$ cat config.mk
export PLATFORM = sky130hd
export DESIGN_NAME = updn_cmp_timer
export DESIGN_NICKNAME = d
export VERILOG_FILES = /design/src/rtl/updn_cmp_pkg.sv /design/src/rtl/updn_count_core.sv /design/src/rtl/updn_cmp_chan.sv /design/src/rtl/updn_cap_chan.sv /design/src/rtl/updn_cmp_timer.sv
export SDC_FILE = /design/constraint.sdc
export NUM_CORES = 1
export LEC_CHECK = 0
export CAP_MARGIN = 30
export CORE_ASPECT_RATIO = 0.6
export CORE_MARGIN = 1
export CORE_UTILIZATION = 45
export CTS_CLUSTER_DIAMETER = 50
export DETAILED_ROUTE_END_ITERATION = 16
export GPL_TIMING_DRIVEN = 0
export PLACE_DENSITY = 0.71
export SETUP_SLACK_MARGIN = 0.5
export SYNTH_ARGS = -nofsm -noshare
export SYNTH_HDL_FRONTEND = slang
export SYNTH_SLANG_ARGS = --single-unit
export TNS_END_PERCENT = 5
$ cat constraint.sdc
create_clock -name clk -period 3.8 [get_ports clk]
set_input_delay 0.95 -clock clk [delete_from_list [all_inputs] [get_ports clk]]
set_output_delay 0.95 -clock clk [all_outputs]
set_load 0.05 [all_outputs]
$ cat src/rtl/updn_cmp_pkg.sv
package updn_cmp_pkg;
    typedef enum logic [2:0] {
        ACT_HOLD,
        ACT_LOAD,
        ACT_INC,
        ACT_CLEAR,
        ACT_DEC,
        ACT_RELOAD
    } cnt_act_e;

    typedef enum logic {
        LVL_LOW,
        LVL_HIGH
    } trig_lvl_e;
endpackage

$ cat src/rtl/updn_count_core.sv
module updn_count_core
    import updn_cmp_pkg::*;
#(
    parameter int W = 16
) (
    input  logic         clk,
    input  logic         rst,
    input  logic         step,
    input  logic         down,
    input  logic         reload_en,
    input  logic         load,
    input  logic [W-1:0] load_val,
    input  logic [W-1:0] limit,
    output logic [W-1:0] cnt
);
    cnt_act_e act;

    always_comb begin
        if (load)
            act = ACT_LOAD;
        else if (!step)
            act = ACT_HOLD;
        else if (!down)
            act = (cnt == limit) ? ACT_CLEAR : ACT_INC;
        else
            act = ((cnt == '0) && reload_en) ? ACT_RELOAD : ACT_DEC;
    end

    always_ff @(posedge clk) begin
        if (rst) begin
            cnt <= '0;
        end else begin
            unique case (act)
                ACT_HOLD:   cnt <= cnt;
                ACT_LOAD:   cnt <= load_val;
                ACT_INC:    cnt <= cnt + W'(1);
                ACT_CLEAR:  cnt <= '0;
                ACT_DEC:    cnt <= cnt - W'(1);
                ACT_RELOAD: cnt <= limit;
                default:    cnt <= cnt;
            endcase
        end
    end
endmodule

$ cat src/rtl/updn_cmp_chan.sv
module updn_cmp_chan #(
    parameter int W = 16
) (
    input  logic         clk,
    input  logic         rst,
    input  logic         step,
    input  logic         armed,
    input  logic [W-1:0] cnt,
    input  logic [W-1:0] ref_val,
    output logic         hit
);
    always_ff @(posedge clk) begin
        if (rst)
            hit <= 1'b0;
        else
            hit <= step && armed && (cnt == ref_val);
    end
endmodule

$ cat src/rtl/updn_cap_chan.sv
module updn_cap_chan
    import updn_cmp_pkg::*;
(
    input  logic clk,
    input  logic rst,
    input  logic trig,
    input  logic fall_sel,
    input  logic cap_mode,
    output logic fire
);
    logic      sync1, sync2;
    trig_lvl_e lvl, lvl_nx;

    always_ff @(posedge clk) begin
        if (rst) begin
            sync1 <= 1'b0;
            sync2 <= 1'b0;
            lvl   <= LVL_LOW;
        end else begin
            sync1 <= trig;
            sync2 <= sync1;
            lvl   <= lvl_nx;
        end
    end

    always_comb begin
        lvl_nx = lvl;
        fire   = 1'b0;
        unique case (lvl)
            LVL_LOW: begin
                if (sync2) begin
                    lvl_nx = LVL_HIGH;
                    fire   = cap_mode && !fall_sel;
                end
            end
            LVL_HIGH: begin
                if (!sync2) begin
                    lvl_nx = LVL_LOW;
                    fire   = cap_mode && fall_sel;
                end
            end
            default: lvl_nx = LVL_LOW;
        endcase
    end
endmodule

$ cat src/rtl/updn_cmp_timer.sv
module updn_cmp_timer #(
    parameter int W      = 16,
    parameter int NUM_CM = 2,
    parameter int NUM_CC = 2,
    localparam int NUM_REG = NUM_CM + NUM_CC + 2,
    localparam int ADDR_W  = $clog2(NUM_REG),
    localparam int CTRL_W  = 1 + 2 * NUM_CC,
    localparam int NUM_IRQ = NUM_CM + NUM_CC
) (
    input  logic                clk,
    input  logic                rst,
    input  logic                cnt_en,
    input  logic                cnt_dn,
    input  logic                wr_en,
    input  logic [ADDR_W-1:0]   wr_addr,
    input  logic [W-1:0]        wr_data,
    input  logic [NUM_CC-1:0]   cap_trig,
    output logic [W-1:0]        cnt_val,
    output logic [NUM_CC*W-1:0] cc_val,
    output logic [NUM_IRQ-1:0]  irq_match,
    output logic [NUM_CC-1:0]   irq_cap
);
    localparam int CTRL_ADDR = NUM_CM + NUM_CC + 1;

    logic [W-1:0]      cm_q [NUM_CM];
    logic [W-1:0]      cc_q [NUM_CC];
    logic [CTRL_W-1:0] ctrl_q;
    logic              wr_cnt, step_eff, reload_en;
    logic [NUM_CC-1:0] cap_mode, fall_sel, cap_fire;

    assign wr_cnt    = wr_en && (wr_addr == ADDR_W'(0));
    assign step_eff  = cnt_en && !wr_cnt;
    assign reload_en = ctrl_q[0];
    assign cap_mode  = ctrl_q[NUM_CC:1];
    assign fall_sel  = ctrl_q[2*NUM_CC:NUM_CC+1];

    always_ff @(posedge clk) begin
        if (rst)
            ctrl_q <= '0;
        else if (wr_en && (wr_addr == ADDR_W'(CTRL_ADDR)))
            ctrl_q <= wr_data[CTRL_W-1:0];
    end

    updn_count_core #(.W(W)) core_i (
        .clk       (clk),
        .rst       (rst),
        .step      (step_eff),
        .down      (cnt_dn),
        .reload_en (reload_en),
        .load      (wr_cnt),
        .load_val  (wr_data),
        .limit     (cm_q[0]),
        .cnt       (cnt_val)
    );

    for (genvar i = 0; i < NUM_CM; i++) begin : g_cm
        always_ff @(posedge clk) begin
            if (rst)
                cm_q[i] <= '0;
            else if (wr_en && (wr_addr == ADDR_W'(1 + i)))
                cm_q[i] <= wr_data;
        end

        updn_cmp_chan #(.W(W)) cmp_i (
            .clk     (clk),
            .rst     (rst),
            .step    (step_eff),
            .armed   (1'b1),
            .cnt     (cnt_val),
            .ref_val (cm_q[i]),
            .hit     (irq_match[i])
        );
    end

    for (genvar i = 0; i < NUM_CC; i++) begin : g_cc
        always_ff @(posedge clk) begin
            if (rst)
                cc_q[i] <= '0;
            else if (wr_en && (wr_addr == ADDR_W'(1 + NUM_CM + i)))
                cc_q[i] <= wr_data;
            else if (cap_fire[i])
                cc_q[i] <= cnt_val;
        end

        always_ff @(posedge clk) begin
            if (rst)
                irq_cap[i] <= 1'b0;
            else
                irq_cap[i] <= cap_fire[i];
        end

        updn_cap_chan cap_i (
            .clk      (clk),
            .rst      (rst),
            .trig     (cap_trig[i]),
            .fall_sel (fall_sel[i]),
            .cap_mode (cap_mode[i]),
            .fire     (cap_fire[i])
        );

        updn_cmp_chan #(.W(W)) ccmp_i (
            .clk     (clk),
            .rst     (rst),
            .step    (step_eff),
            .armed   (!cap_mode[i]),
            .cnt     (cnt_val),
            .ref_val (cc_q[i]),
            .hit     (irq_match[NUM_CM+i])
        );

        assign cc_val[i*W +: W] = cc_q[i];
    end
endmodule

==> summary.txt <==
Synthesis
  – Area share of fa/ha/maj cells after synthesis: under 10%
  – FFs w/ async S/R, synth: 0%
  – Syn avg cell area: between 10 and 15 um^2
  – Yosys top cell by area: edfxtp_1
  – Synth top area share: about a third
  – Cell area after synthesis: around 5600 um^2
  – Main synth FF type: edfxtp_1
  – Compound-Gate Fraction of Synth Area: ~15%
  – Yosys reg bits: 97
  – Number of distinct library cells after synthesis: 56
  – Mapped Cells: between 500 and 600
  – Sequential-to-total area share from yosys stat: a little under half
  – YS warnings: 0
  – Synth Area in Simple Gates: between 15 and 20%
  – Synth top area cells: edfxtp_1, dfxtp_1, xnor2_1
  – Most frequent cell after synthesis: edfxtp_1
  – Post-synth EDFFs: 64
  – Main combinational cell family by area after synthesis: simple AND/OR/NAND/NOR gates
  – Mapped Nets: 571
  – Proportion of synthesized area in mux cells: approximately 1.5%
  – Post-synthesis xor/xnor area fraction: 11.4%
  – Post-synth top cells: edfxtp_1, xnor2_1, xor2_1, a22o_1, dfxtp_1

Cells and area
  – Layout fillers: ~1000
  – # diodes: 0
  – Multi-input logic area: about 3100 um^2
  – Sequential cell area: about 2600 um^2
  – Layout cell share with drive strength beyond 1: between 20% and 30%
  – Nets: between 600 and 700
  – Fin cells: approximately 810
  – P&R area growth vs syn: 33.8%

Timing
  – Worst slew margin: about a third
  – Min Hold Slack: between 0.4 and 0.5 ns
  – TNS Setup: 0 ns
  – Minimum clock period: between 3 and 4 ns
  – Final period utilization: roughly 95%
  – Endpoints failing hold: 0
  – RSZ-0062 raised after global routing: yes
  – Achievable Freq: ~280 MHz
  – Setup violators final: 0
  – Skew final: between 0.004 and 0.005 ns
  – Worst-Margin Slew: ~0.97 ns
  – Final WS setup: ~0.19 ns
  – Max-slew violation count: 0

GRT
  – Gr busiest metal: met1
  – Global-route wire length before repair: about 27000 um
  – GR Util met1: between 40% and 50%
  – Total track usage: between 20 and 30%
  – M2 GR Usage: between 30% and 40%
  – Largest net degree at the start of global routing: 17
  – Routing usage on met3: 7.78%
  – Initial antenna violation count: 0
  – Vias in the first global route: between 4000 and 5000
  – Total gr overflow: 0

Setup path
  – Crit Path Class: flop to flop
  – Critical path, cell by cell: buf_8 > nor4_2 > nand2_1 > or3_4 > mux2i_4 > a21oi_4 > buf_8 > nand3_4 > inv_8 > ha_4 > nor2b_4 > o31a_1 > o21bai_4 > o21ai_4 > a31oi_2 > nand3b_1 > o211ai_1
  – Setup crit end kind: flop
  – Critical path startpoint category: flop
  – CP required: ~4.0 ns
  – Worst-path cell with the longest stage delay: or3_4
  – Critical path peak fanout: 8
  – CP delay by family, top: simple AND/OR/NAND/NOR gates
  – Max stage delay on crit path: ~0.42 ns
  – Buf/Inv on CP: 3
  – WP data arrival: ~3.8 ns
  – CP most frequent cell: buf_8

Clock network
  – Clock Latency Late Sink: 0.34 ns
  – CTS root buf: clkbuf_16
  – Max Buffers Root-to-Sink: 2
  – H-tree depth: 3
  – CTS Buf Count: 9
  – Clk sinks: between 90 and 100
  – CTS clk-pin slew, worst paths: ~0.070 ns
  – TritonCTS clock tree: built

Routing
  – Post-DR vias/cell: approximately 6
  – DR WL/cell: 22.0 um
  – Via count: 4842
  – DR DRC count: 0
  – Routed WL: 17900 um
  – Violation count after the first detailed-route iteration: 495
  – DRT antenna net count: 0
  – Router iterations before antenna repair: 5

Floorplan
  – Starting density of the core: 46.3%
  – Core area: approximately 12000 um^2
  – # rows: 31
  – Die Wd: ~150 um
  – Die Area: approximately 13000 um^2
  – Die height: between 80 and 90 um
  – I/O pins: 80

Placed design
  – GP Congestion: approximately 0.94
  – Setup WS pre-CTS: -0.935 ns
  – I/O Buffers: 76
  – Final HPWL DP: about 13000 um
  – Placed Cells: a little under 800

Pwr
  – Clock power frac: between 20% and 30%
  – Leakage Power: around 2.8 nW
  – Int Pwr: between 1.5 and 2 mW
  – Sw frac: 31.7%
  – Part of the power in combinational logic: about 28%
  – Sw power: about 910 uW
  – Max VDD drop: approximately 0.26 mV
  – Pwr Density: ~380 nW/um^2
  – Reg power frac: a little over two fifths

Worst hold path
  – Hold Path Class: flop to flop

Run status
  – Outcome: completed

Job
  – Number of max-cap violations: 0
-- worst register-to-register path, stage by stage (launching register included) --
cell and delay (ns):
dfxtp_4 0.36, buf_8 0.13, nor4_2 0.26, nand2_1 0.13
or3_4 0.42, mux2i_4 0.19, a21oi_4 0.10, buf_8 0.14
nand3_4 0.09, inv_8 0.08, ha_4 0.26, nor2b_4 0.12
o31a_1 0.29, o21bai_4 0.24, o21ai_4 0.11, a31oi_2 0.22
nand3b_1 0.16, o211ai_1 0.14
-- layer usage --
metal	vias up	routed length [um]
li1	2176	-
met1	2346	8540
met2	300	7180
met3	20	2000
met4	0	177
met5	-	0
-- power groups by stage --
| stage | clock network (mW) | logic (mW) | registers, mW |
|---|---|---|---|
| 6_report | 0.821 | 0.809 | 1.24 |
| 5_1_grt | 0.866 | 0.853 | 1.25 |
| 4_1_cts | 0.823 | 0.766 | 1.24 |
| 3_5_place_dp | 0 | 0.694 | 1.26 |
| 3_3_place_gp | 0 | 0.684 | 1.26 |
| 2_1_floorplan | 0 | 0.364 | 1.36 |
-- kinds of logic (layout without fill, tap and decap cells) --
logic type               after synthesis  in the layout
flip-flops                            97             97
AND/OR/NAND/NOR                      172            172
adder cells (fa/ha/maj)               15             15
multiplexers                           7              7
AO/OA/AOI/OAI                        116            116
XOR/XNOR                              73             73
buffers and inverters                 50            167
-- layout make-up --
| cell class | instances | share of cell area (%) |
|---|---|---|
| buffer | 41 | 4.24 |
| clock buffer | 12 | 3.15 |
| clock inverter | 4 | 0.300 |
| inverter | 9 | 0.550 |
| multi-input combinational | 383 | 41.3 |
| sequential | 97 | 35.0 |
| tap | 165 | 2.75 |
| timing repair buffer | 101 | 12.7 |
-- final timing paths --
kind              depth (start not counted)  slack (ns)             endpoint           startpoint
setup / recovery                         17        0.19       core_i.cnt[12]        core_i.cnt[6]
hold / removal                            1        0.45  g_cc[1].cap_i.sync2  g_cc[1].cap_i.sync1
setup reg to reg                         17        0.19       core_i.cnt[12]        core_i.cnt[6]
hold reg to reg                           1        0.45  g_cc[1].cap_i.sync2  g_cc[1].cap_i.sync1
-- repair_timing --
action | in CTS | in global routing
hold buffers | 0 | 0
pin swaps | 20 | 16
hold endpoints to repair | 0 | 0
gates resized for setup | 52 | 18
setup buffers | 21 | 2
setup endpoints to repair | 13 | 12
-- metrics by stage --
stage	area (um^2)	util, %	power [mW]
after floorplan	5790	-	1.72
after global placement	6760	55.8	1.94
after detailed placement	6770	56.0	1.95
after CTS	7400	61.2	2.83
after global routing	7500	62.0	2.97
final	7500	62.0	2.87
-- layout by cell type, fill, tap and decap left out, types with 9 or more instances in the layout --
master	instances
dfxtp_4	9
nand4_1	10
a22o_1	33
nor2_1	23
edfxtp_1	64
a21oi_1	11
clkbuf_1	18
and2_1	32
dfxtp_1	17
nor4_1	11
xor2_1	33
nor3_1	10
clkdlybuf4s50_1	72
o21ai_0	13
xnor2_1	38
buf_4	31
nand2_1	29
clkbuf_16	9
-- sequential cells by signal (all words and copies together), names as in the netlist, 5 cells and up --
signal	flops
ctrl_q	5
cc_q	32
cm_q	32
core_i.cnt	16
No activity file was read; power rests on OpenSTA's default activity.
